$ cat src/rtl/ctxpkt_pkg.sv
package ctxpkt_pkg;
  localparam int PKT_W    = 16;
  localparam int CORE_W   = 12;
  localparam int WIN_LSB  = 22;
  localparam int LINE_LSB = 6;
  localparam logic [3:0] HDR_MARK = 4'hC;

  typedef enum logic [1:0] {
    FR_IDLE      = 2'd0,
    FR_WAIT_FUNC = 2'd1,
    FR_WAIT_ITER = 2'd2
  } frame_st_e;

  typedef struct packed {
    logic [CORE_W-1:0] core;
    logic [PKT_W-1:0]  func;
    logic [PKT_W-1:0]  iter;
  } ctx_rec_t;
endpackage

$ cat src/rtl/ctxpkt_window_match.sv
module ctxpkt_window_match
  import ctxpkt_pkg::*;
#(
  parameter int                ADDR_W   = 32,
  parameter logic [ADDR_W-1:0] WIN_BASE = 32'h4000_0000,
  parameter int                SRC_W    = 2
) (
  input  logic              clk,
  input  logic              rst,
  input  logic              req_valid,
  input  logic              req_is_read,
  input  logic [SRC_W-1:0]  req_src,
  input  logic [ADDR_W-1:0] req_addr,
  output logic              pkt_v,
  output logic [PKT_W-1:0]  pkt,
  output logic [SRC_W-1:0]  pkt_src
);
  logic in_window;
  logic unused_line_bits;

  assign in_window        = (req_addr[ADDR_W-1:WIN_LSB] == WIN_BASE[ADDR_W-1:WIN_LSB]);
  assign unused_line_bits = ^req_addr[LINE_LSB-1:0];

  always_ff @(posedge clk) begin
    if (rst) begin
      pkt_v   <= 1'b0;
      pkt     <= '0;
      pkt_src <= '0;
    end else begin
      pkt_v   <= req_valid && req_is_read && in_window;
      pkt     <= req_addr[WIN_LSB-1:LINE_LSB];
      pkt_src <= req_src;
    end
  end
endmodule

$ cat src/rtl/ctxpkt_framer.sv
module ctxpkt_framer
  import ctxpkt_pkg::*;
#(
  parameter int NUM_CORES = 4,
  parameter int SRC_W     = 2
) (
  input  logic             clk,
  input  logic             rst,
  input  logic             pkt_v,
  input  logic [PKT_W-1:0] pkt,
  input  logic [SRC_W-1:0] pkt_src,
  output logic             rec_done,
  output ctx_rec_t         rec_d,
  output logic             frame_err,
  output logic             frame_abort
);
  logic                  is_hdr;
  logic [NUM_CORES-1:0]  done_s;
  logic [NUM_CORES-1:0]  err_s;
  logic [NUM_CORES-1:0]  abort_s;
  logic [CORE_W-1:0]     core_a [NUM_CORES];
  logic [PKT_W-1:0]      func_a [NUM_CORES];

  assign is_hdr = (pkt[PKT_W-1:PKT_W-4] == HDR_MARK);

  for (genvar i = 0; i < NUM_CORES; i++) begin : g_slot
    frame_st_e         st_q;
    logic [CORE_W-1:0] core_q;
    logic [PKT_W-1:0]  func_q;
    logic              hit;

    assign hit = pkt_v && (pkt_src == SRC_W'(i));

    always_ff @(posedge clk) begin
      if (rst) begin
        st_q   <= FR_IDLE;
        core_q <= '0;
        func_q <= '0;
      end else if (hit) begin
        if (is_hdr) begin
          st_q   <= FR_WAIT_FUNC;
          core_q <= pkt[CORE_W-1:0];
        end else begin
          case (st_q)
            FR_WAIT_FUNC: begin
              func_q <= pkt;
              st_q   <= FR_WAIT_ITER;
            end
            FR_WAIT_ITER: st_q <= FR_IDLE;
            default:      st_q <= FR_IDLE;
          endcase
        end
      end
    end

    assign done_s[i]  = hit && !is_hdr && (st_q == FR_WAIT_ITER);
    assign err_s[i]   = hit && !is_hdr && (st_q == FR_IDLE);
    assign abort_s[i] = hit && is_hdr && (st_q != FR_IDLE);
    assign core_a[i]  = core_q;
    assign func_a[i]  = func_q;
  end

  assign rec_done    = |done_s;
  assign frame_err   = |err_s;
  assign frame_abort = |abort_s;

  always_comb begin
    rec_d.core = core_a[pkt_src];
    rec_d.func = func_a[pkt_src];
    rec_d.iter = pkt;
  end
endmodule

$ cat src/rtl/ctxpkt_out_reg.sv
module ctxpkt_out_reg
  import ctxpkt_pkg::*;
(
  input  logic     clk,
  input  logic     rst,
  input  logic     load,
  input  ctx_rec_t load_rec,
  input  logic     ready,
  output logic     valid,
  output ctx_rec_t rec,
  output logic     drop
);
  assign drop = load && valid && !ready;

  always_ff @(posedge clk) begin
    if (rst) begin
      valid <= 1'b0;
      rec   <= '0;
    end else if (load && (!valid || ready)) begin
      valid <= 1'b1;
      rec   <= load_rec;
    end else if (ready) begin
      valid <= 1'b0;
    end
  end
endmodule

$ cat src/rtl/ctxpkt_event_ctr.sv
module ctxpkt_event_ctr #(
  parameter int W = 16
) (
  input  logic         clk,
  input  logic         rst,
  input  logic         inc,
  output logic [W-1:0] count
);
  always_ff @(posedge clk) begin
    if (rst)      count <= '0;
    else if (inc) count <= count + 1'b1;
  end
endmodule

$ cat src/rtl/ctxpkt_decoder.sv
module ctxpkt_decoder
  import ctxpkt_pkg::*;
#(
  parameter int                NUM_CORES = 4,
  parameter int                ADDR_W    = 32,
  parameter logic [ADDR_W-1:0] WIN_BASE  = 32'h4000_0000,
  parameter int                CNT_W     = 16,
  localparam int               SRC_W     = (NUM_CORES > 1) ? $clog2(NUM_CORES) : 1
) (
  input  logic              clk,
  input  logic              rst,
  input  logic              req_valid,
  input  logic              req_is_read,
  input  logic [SRC_W-1:0]  req_src,
  input  logic [ADDR_W-1:0] req_addr,
  input  logic              rec_ready,
  output logic              rec_valid,
  output logic [CORE_W-1:0] rec_core,
  output logic [PKT_W-1:0]  rec_func,
  output logic [PKT_W-1:0]  rec_iter,
  output logic [CNT_W-1:0]  err_count,
  output logic [CNT_W-1:0]  abort_count,
  output logic [CNT_W-1:0]  ovf_count
);
  logic             pkt_v;
  logic [PKT_W-1:0] pkt;
  logic [SRC_W-1:0] pkt_src;
  logic             rec_done;
  ctx_rec_t         rec_d;
  ctx_rec_t         rec_q;
  logic             frame_err;
  logic             frame_abort;
  logic             rec_drop;

  ctxpkt_window_match #(
    .ADDR_W(ADDR_W), .WIN_BASE(WIN_BASE), .SRC_W(SRC_W)
  ) match_i (
    .clk(clk), .rst(rst), .req_valid(req_valid), .req_is_read(req_is_read),
    .req_src(req_src), .req_addr(req_addr),
    .pkt_v(pkt_v), .pkt(pkt), .pkt_src(pkt_src)
  );

  ctxpkt_framer #(
    .NUM_CORES(NUM_CORES), .SRC_W(SRC_W)
  ) framer_i (
    .clk(clk), .rst(rst), .pkt_v(pkt_v), .pkt(pkt), .pkt_src(pkt_src),
    .rec_done(rec_done), .rec_d(rec_d),
    .frame_err(frame_err), .frame_abort(frame_abort)
  );

  ctxpkt_out_reg out_i (
    .clk(clk), .rst(rst), .load(rec_done), .load_rec(rec_d),
    .ready(rec_ready), .valid(rec_valid), .rec(rec_q), .drop(rec_drop)
  );

  ctxpkt_event_ctr #(.W(CNT_W)) err_ctr_i (
    .clk(clk), .rst(rst), .inc(frame_err), .count(err_count)
  );
  ctxpkt_event_ctr #(.W(CNT_W)) abort_ctr_i (
    .clk(clk), .rst(rst), .inc(frame_abort), .count(abort_count)
  );
  ctxpkt_event_ctr #(.W(CNT_W)) ovf_ctr_i (
    .clk(clk), .rst(rst), .inc(rec_drop), .count(ovf_count)
  );

  assign rec_core = rec_q.core;
  assign rec_func = rec_q.func;
  assign rec_iter = rec_q.iter;
endmodule

$ cat config.mk
export PLATFORM = sky130hd
export DESIGN_NAME = ctxpkt_decoder
export DESIGN_NICKNAME = d
export VERILOG_FILES = /design/src/rtl/ctxpkt_pkg.sv /design/src/rtl/ctxpkt_window_match.sv /design/src/rtl/ctxpkt_framer.sv /design/src/rtl/ctxpkt_out_reg.sv /design/src/rtl/ctxpkt_event_ctr.sv /design/src/rtl/ctxpkt_decoder.sv
export SDC_FILE = /design/constraint.sdc
export NUM_CORES = 1
export LEC_CHECK = 0
export ABC_AREA = 1
export CORE_ASPECT_RATIO = 1.1
export CORE_MARGIN = 1.5
export CORE_UTILIZATION = 55
export DETAILED_ROUTE_END_ITERATION = 10
export PLACE_DENSITY = 0.9
export SLEW_MARGIN = 20
export SYNTH_ARGS = -nofsm -noshare
export SYNTH_HDL_FRONTEND = slang
export SYNTH_SLANG_ARGS = --single-unit
$ cat constraint.sdc
create_clock -name clk -period 2 [get_ports clk]
set_clock_uncertainty 0.15 [all_clocks]
set_input_delay 0.6 -clock clk [delete_from_list [all_inputs] [get_ports clk]]
set_output_delay 0.6 -clock clk [all_outputs]
set_load 0.005 [all_outputs]
# After elaboration in Yosys (flattened, before gate mapping)
# Cells that the tools add are included.
# W data, S select, Z words.
dict set report word_totals {
  reg_bits 232
}
dict set report classes {
  n_addsub 3
  n_lt_le_gt_ge 1
  eq_ne 13
  n_mux 16
  bitwise_logic 2
  reduce_logical 54
}
# cell count
set op_table {}
lappend op_table {{$add A16 B1 Y16 const B} 3}
lappend op_table {{$bmux W16 S2} 1}
lappend op_table {{$mux W16} 2}
lappend op_table {{$logic_and A1 B1 Y1} 29}
lappend op_table {{$bmux W12 S2} 1}
lappend op_table {{$mux W12} 2}
lappend op_table {{$mux W2} 8}
lappend op_table {{$eq A2 B2 Y1 const B} 6}
lappend op_table {{$reduce_and A3 Y1} 4}
lappend op_table {{$reduce_or A4 Y1} 3}
lappend op_table {{$eq A10 B9 Y1 const B} 1}
lappend op_table {{$eq A2 B1 Y1 const B} 5}
lappend op_table {{$logic_not A2 Y1} 5}
lappend op_table {{$reduce_bool A2 Y1} 5}
lappend op_table {{$reduce_and A2 Y1} 4}
lappend op_table {{$eq A4 B4 Y1 const B} 1}
lappend op_table {{$ge A3 B3 Y1 const B} 1}
lappend op_table {{$logic_not A1 Y1} 3}
lappend op_table {{$not A2 Y3} 1}
lappend op_table {{$mux W1} 2}
lappend op_table {{$logic_or A1 B1 Y1} 1}
lappend op_table {{$not A1 Y1} 1}

# Logic depth before layout (Yosys ltp)
# Gate-level depths: netlist of run 1.
dict set report logic_depth {
  ltp_word 7
  depth_mapped 11
}

# Hierarchy
# Synthesis of run 1 repeated with hierarchy kept, for this count alone.
dict set report hier_totals {
  cells_unflattened 1618
  area_unflattened_um2 10959.3
}
# mod instances cells_per_inst area_each_um2 seq_area_each_um2
set modules_own_cells {}
lappend modules_own_cells {ctxpkt_framer 1 873 5820.6 2402.3}
lappend modules_own_cells {ctxpkt_event_ctr 3 126 847.1 320.3}
lappend modules_own_cells {ctxpkt_out_reg 1 294 1996.9 900.9}
lappend modules_own_cells {ctxpkt_window_match 1 73 600.6 380.4}

# Worst setup path after synthesis of run 1
# OpenSTA, ideal clock, no wires.
dict set report synth_timing {
  path_kind {input-to-reg}
  startpoint {in rst}
  endpoint {reg framer_i.g_slot[3].core_q[11]}
  arrival_ns 1.529
  t_required_ns 1.732
  slack_ns 0.203
  cell_stages 6
  cell_sequence {clkbuf_1 clkinv_1 clkbuf_1 clkbuf_1 o21ai_0 nor2_1}
}
# item line_no
set synth_lines {}
lappend synth_lines {{from (decl)} ctxpkt_decoder.sv:11} ;# input logic rst,
lappend synth_lines {{to (signal assigned)} ctxpkt_framer.sv:42} ;# core_q <= pkt[CORE_W-1:0];
lappend synth_lines {{to (decl)} ctxpkt_framer.sv:28} ;# logic [CORE_W-1:0] core_q;

# Final worst setup path of run 1
dict set report layout_timing {
  startpoint {reg ovf_ctr_i.count[2]}
  endpoint {out ovf_count[2]}
}
# item line_no
set layout_lines {}
lappend layout_lines {{from (decl)} ctxpkt_event_ctr.sv:7} ;# output logic [W-1:0] count
lappend layout_lines {{from (signal assigned)} ctxpkt_event_ctr.sv:11} ;# else if (inc) count <= count + 1'b1;
lappend layout_lines {{to (decl)} ctxpkt_decoder.sv:23} ;# output logic [CNT_W-1:0] ovf_count
# No word-level cell between the ends.

==> impl_metrics.toml, run 1 <==
[worst_setup_path]
critPathCaptureType = "output port"
worstPathCellList = "dlygate4sd2_1"
r2r-start = "match_i.pkt_src[0]"
cp_top_family = "flip-flops"
arrival_ns = 1.16
critPathMaxFanout = 6
critPathKind = "flop to output port"
r2r_end = "out_i.rec[16]"
crit_slowest_cell = "dfxtp_2"
path_buf_inv = 1
worst_setup_path_start_kind = "flop"
max_stage_delay_ns = 0.38
required_ns = 1.25
r2r_slack_ns = 0.11
r2r_cells = 8

[min_path]
hold_path_class = "flop to flop"
holdPathStages = 2
hold_path.startpoint = "framer_i.g_slot[0].func_q[10]"
hold_path_end = "framer_i.g_slot[0].func_q[10]"

[layout]
multi_input_area_mm2 = 0.00453
final_cell_mix = "nand2_1, nor2_1, dfxtp_1"
final_common_cell = "nand2_1"
register_area_mm2 = 0.00475
final_nets = 1592
area_delta_synth_final_pct = 26.2
num-fill-cells = 1394
stdcell_count = 1803
diodes = 0
post-route-util_pct = 71.2
drive_gt1_share_pct = 11.1

[yosys]
synth_mux_area_share_pct = 0
synthAdderAreaFrac_pct = 0.375
synthSimpleGateAreaFrac_pct = 25.4
synth_compound_area_share_pct = 16.9
synth.avg_cell_area_um2 = 7.06
syn_inst = 1418
yosys_warnings = 0
synth_cell_types = 30
synth_area_mm2 = 0.0100
synth_top_family_by_area = "simple AND/OR/NAND/NOR gates"
ys_seq_area_share_pct = 46.4
synth_fp_nets = 1460
synth-seq-cells = 232
synth_xor_area_share_pct = 2.19

[global_route]
grt_pass1_wl_um = 43000
grt_max_degree = 109
grt.total_usage_pct = 27.2
antenna_found_initial = 0
grt_overflow = 0
grt_pass1_vias = 9120

[clock_tree]
cts_hold_buf = 0
cts_buffers = 24
clockBufferDepth = 3
htree_levels = 1
cts_tree = "yes"
cts_root_buf = "clkbuf_16"
clkSinkCount = 232
clk_pin_slew_worst_paths_ns = 0.06
clk_latency_ns = 0.51

[power]
p_leak_uw = 0.00520
total_power_uw = 9240
power_density_mw_per_mm2 = 731
ir_drop_v = 0.000538

[detailed_routing]
post_drt_wl_per_cell_um = 14.7
drt_wl_total_um = 26500
detail-route-antenna-nets = 0
drc = 0
drt-initial-drc-count = 803
vias_per_cell = 5.53
drt_pass1_iterations = 8
num_vias = 9973

[sta]
rsz0062_at_grt = "false"
worstMarginPinSlew_ns = 0.432
report.final.slew_viol_count = 0
finalSetupViolCount = 0
fmax_ghz = 0.523
final_hold_viol_count = 0
period_minus_slack_ns = 1.91
setup_slack_ns = 0.0870
max-slew-margin-rel_pct = 71.1
min_period_over_period_pct = 95.7
fin_tns_setup_ns = 0

[place]
portBuffers = 125
dp_slack_ns = -0.0972
place_hpwl_um = 17000
dp.cells = 1754
place.gp.congestion = 0.930

[run]
cap_viol_max_count = 0

[outcome]
status = "completed"

[die]
die_y_um = 145
die_w_um = 132
io-pin-count = 132
std_cell_rows = 51
floorplan.die_area_mm2 = 0.0190
core_area_mm2 = 0.0177
start_util_pct = 56.5
layout make-up:
cell class / instances / area share (%)
Inverter: 147 / 4.38
Multi-Input combinational cell: 961 / 35.8
Tap cell: 238 / 2.36
Timing Repair Buffer: 184 / 14.0
Clock buffer: 33 / 5.35
Sequential cell: 232 / 37.6
Clock inverter: 8 / 0.574
where the power goes:
part           internal (uW)  total (uW)  leakage, uW  switching, uW
registers               4620        4650      0.00190           32.5
clock network           2480        4240     0.000360           1760
logic                    136         349      0.00294            213
synthesized netlist by cell type:
cell type | instances | area [um^2]
clkbuf_1 | 48 | 180
nor4_1 | 2 | 12.5
nand2_1 | 259 | 972
o22ai_1 | 32 | 200
nor2_1 | 198 | 743
a31oi_1 | 1 | 6.26
buf_1 | 10 | 37.5
a21oi_1 | 168 | 841
inv_2 | 11 | 41.3
nor3_1 | 14 | 70.1
nor3b_1 | 2 | 15.0
dfxtp_1 | 232 | 4640
nand3_1 | 97 | 485
buf_2 | 17 | 85.1
o21ai_0 | 104 | 521
clkinv_1 | 3 | 11.3
nand3b_1 | 6 | 45.0
nor2_2 | 4 | 25.0
o21ai_1 | 15 | 75.1
a211oi_1 | 4 | 30.0
ha_1 | 3 | 37.5
xnor2_1 | 3 | 26.3
nand4_2 | 1 | 12.5
nand3_2 | 3 | 30.0
nand4_1 | 17 | 106
buf_4 | 3 | 22.5
a21oi_4 | 1 | 16.3
nand2_2 | 5 | 31.3
inv_1 | 133 | 499
xor2_1 | 22 | 193
worst max path at each step:
stage / cells past startpoint / startpoint / end / slack (ns)
floorplan: 6 / rst / framer_i.g_slot[3].core_q[11] / 0.20
global placement: 7 / rec_ready / ovf_ctr_i.count[1] / -0.08
detailed placement: 7 / rec_ready / ovf_ctr_i.count[1] / -0.1
CTS: 11 / match_i.pkt_src[1] / ovf_ctr_i.count[1] / 0.05
global route: 11 / match_i.pkt_src[1] / out_i.rec[1] / 0.04
finish: 1 / ovf_ctr_i.count[2] / ovf_count[2] / 0.09
layer usage:
layer  share of wire (%)  vias to the layer above  GRT usage, %
met1                  40                     4551          32.6
li1                    -                     4870             -
met2                  48                      469          48.4
met5                   0                        -             0
met3                 8.1                       83          4.10
met4                 3.9                        0          12.5
logic make-up after synthesis:
logic type | after synthesis
AOI/OAI and AO/OA | 325
xor gates and xnor gates | 25
and+or+nand+nor | 608
adders and majority gates | 3
DFF | 232
buffers and inverters | 225
state kept, by name (all words and copies together) (netlist names):
signal                  flops
match_i.pkt                16
out_i.valid                 1
match_i.pkt_src             2
match_i.pkt_v               1
ovf_ctr_i.count            16
framer_i.g_slot.st_q        8
abort_ctr_i.count          16
framer_i.g_slot.func_q     64
err_ctr_i.count            16
framer_i.g_slot.core_q     48
out_i.rec                  44
repair_timing:
action                     4_1_cts  5_1_grt
buffers inserted                 8        0
setup endpoints to repair       95       49
hold endpoints to repair         0        0
gates cloned                     0        0
resized for setup              157        9
pin swaps                        0        0
stage by stage:
step,hold WS [ns],area (um^2)
3_3_place_gp,0.286,11800
6_report,0.302,12600
5_1_grt,0.322,12600
3_5_place_dp,0.293,11800
2_1_floorplan,0.280,10000
4_1_cts,0.301,12600
Note: power is estimated with default switching activity, not from simulation.
==> run 2: changes to the inputs <==
CELL_PAD_IN_SITES_DETAIL_PLACEMENT = 1   (was unset)
CELL_PAD_IN_SITES_GLOBAL_PLACEMENT = 2   (was unset)
CORE_UTILIZATION = 31   (was 55)
==> impl_metrics.toml, run 2 (synthesis gave the netlist of run 1 again) <==
[layout]
largest_register_ffs = 64
drive_gt1_share_pct = 12.8
post-route-cell-area_mm2 = 0.0134
final_cell_mix = "nand2_1, nor2_1, dfxtp_1"
regMostFlops = "framer_i.g_slot.func_q"
final_common_cell = "nand2_1"
final_nets = 1614
area_delta_synth_final_pct = 33.8
diodes = 0
reg.largest.list = "framer_i.g_slot.func_q: 64 flops, framer_i.g_slot.core_q: 48 flops, out_i.rec: 44 flops"

[worst_setup_path]
crit_cells = 1
worstSetupStartpoint = "abort_ctr_i.count[0]"
worstPathCellList = "dlygate4sd2_1"
path_buf_inv = 1
r2r_slack_ns = 0.11
r2r_cells = 12
max_stage_delay_ns = 0.38
critPathKind = "flop to output port"
endpoint = "abort_count[0]"
r2r_end = "out_i.rec[33]"
crit_slowest_cell = "dfxtp_2"
required_ns = 1.25
critPathMaxFanout = 6
critPathCaptureType = "output port"
r2r-start = "match_i.pkt[15]"
arrival_ns = 1.19
worst_setup_path_start_kind = "flop"
cp_top_family = "flip-flops"

[clock_tree]
clockBufferDepth = 3
clkSinkCount = 232
cts_tree = "yes"
cts_buffers = 26
cts_root_buf = "clkbuf_16"
clk_pin_slew_worst_paths_ns = 0.06
htree_levels = 1
clk_latency_ns = 0.54

[sta]
report.final.slew_viol_count = 0
max-slew-margin-rel_pct = 66.2
fmax_ghz = 0.515
min_period_over_period_pct = 97.1
fin_tns_setup_ns = 0
worstMarginPinSlew_ns = 0.503
period_minus_slack_ns = 1.94
finalSetupViolCount = 0
final_hold_viol_count = 0

[outcome]
status = "completed"

[die]
io-pin-count = 132
core_area_mm2 = 0.0316
die_w_um = 174
start_util_pct = 31.7
floorplan.die_area_mm2 = 0.0334
die_y_um = 192
std_cell_rows = 68

[detailed_routing]
detail-route-antenna-nets = 0
vias_per_cell = 4.93
post_drt_wl_per_cell_um = 16.0
drt-initial-drc-count = 484
drt_wl_total_um = 32100
drc = 0
num_vias = 9925
drt_pass1_iterations = 4

[min_path]
hold_path_class = "flop to flop"
hold_path.startpoint = "framer_i.g_slot[0].func_q[11]"

[power]
power_density_mw_per_mm2 = 811
ir_drop_v = 0.000697
p_leak_uw = 0.00548

[place]
place_hpwl_um = 20900
place.gp.congestion = 0.782
placed_area_mm2 = 0.0121
portBuffers = 125

[global_route]
grt_max_degree = 70
grt_overflow = 0
antenna_found_initial = 0
grt.total_usage_pct = 18.7
grt_pass1_vias = 10108
grt_pass1_wl_um = 51300

[run]
cap_viol_max_count = 0
run 2: cell types whose count changed in the layout (fill, tap and decap cells not counted), sizes merged:
cell / before / now
clkbuf: 33 / 34
bufinv: 1 / 10
clkinv: 7 / 8
buf: 60 / 77
inv: 144 / 145
clkinvlp: 3 / 1
run 2: worst min-delay path by stage:
stage	to	slack [ns]	cells past startpoint
6_report	framer_i.g_slot[0].func_q[11]	0.30	2
3_3_place_gp	framer_i.g_slot[1].func_q[11]	0.29	2
5_1_grt	framer_i.g_slot[0].func_q[10]	0.32	2
2_1_floorplan	framer_i.g_slot[2].func_q[0]	0.28	2
3_5_place_dp	framer_i.g_slot[2].func_q[1]	0.30	2
4_1_cts	framer_i.g_slot[2].func_q[11]	0.31	2
run 2: repair_timing:
action                     CTS  global route
hold buffers                 0             0
pin swaps                    0             4
buffers inserted             8             4
gates cloned                 0             4
resized for setup          158            18
setup endpoints to repair   97            63
run 2: metrics by stage:
| step | total power (uW) | worst slack (ns) | cells | hold WS (ns) | utilization, % |
|---|---|---|---|---|---|
| 4_1_cts | 11000 | 0.0110 | 2005 | 0.306 | 42.0 |
| 3_3_place_gp | 5140 | -0.197 | 1949 | 0.287 | 38.4 |
| 5_1_grt | 11200 | -0.00880 | 2012 | 0.325 | 42.5 |
| 2_1_floorplan | 4940 | 0.203 | 1418 | 0.280 | - |
| 6_report | 10900 | 0.0586 | 2012 | 0.304 | 42.5 |
| 3_5_place_dp | 5150 | -0.189 | 1949 | 0.297 | 38.4 |
run 2: report_power, final:
part	leakage [uW]	internal, uW	switching [uW]
logic	0.00305	139	234
registers	0.00190	4610	32.9
clock network	0.000524	3850	2000
total	0.00548	8610	2260
run 2: layout make-up:
type                    instances  area, um^2
flip-flops and latches        232        4750
clock inverters                17         349
repair buffers                204        1960
well taps                     420         526
inverters                     147         557
clock buffers                  31         719
multi-input cells             961        4540
fillers                      3876       18200
run 2: layer usage:
metal / share of wire (%) / global-route usage (%) / vias to the layer above
li1: - / - / 4928
met3: 3.3 / 2.15 / 48
met5: 0 / 0 / -
met4: 2.0 / 4.77 / 0
met2: 50 / 34.2 / 134
met1: 45 / 23.2 / 4815
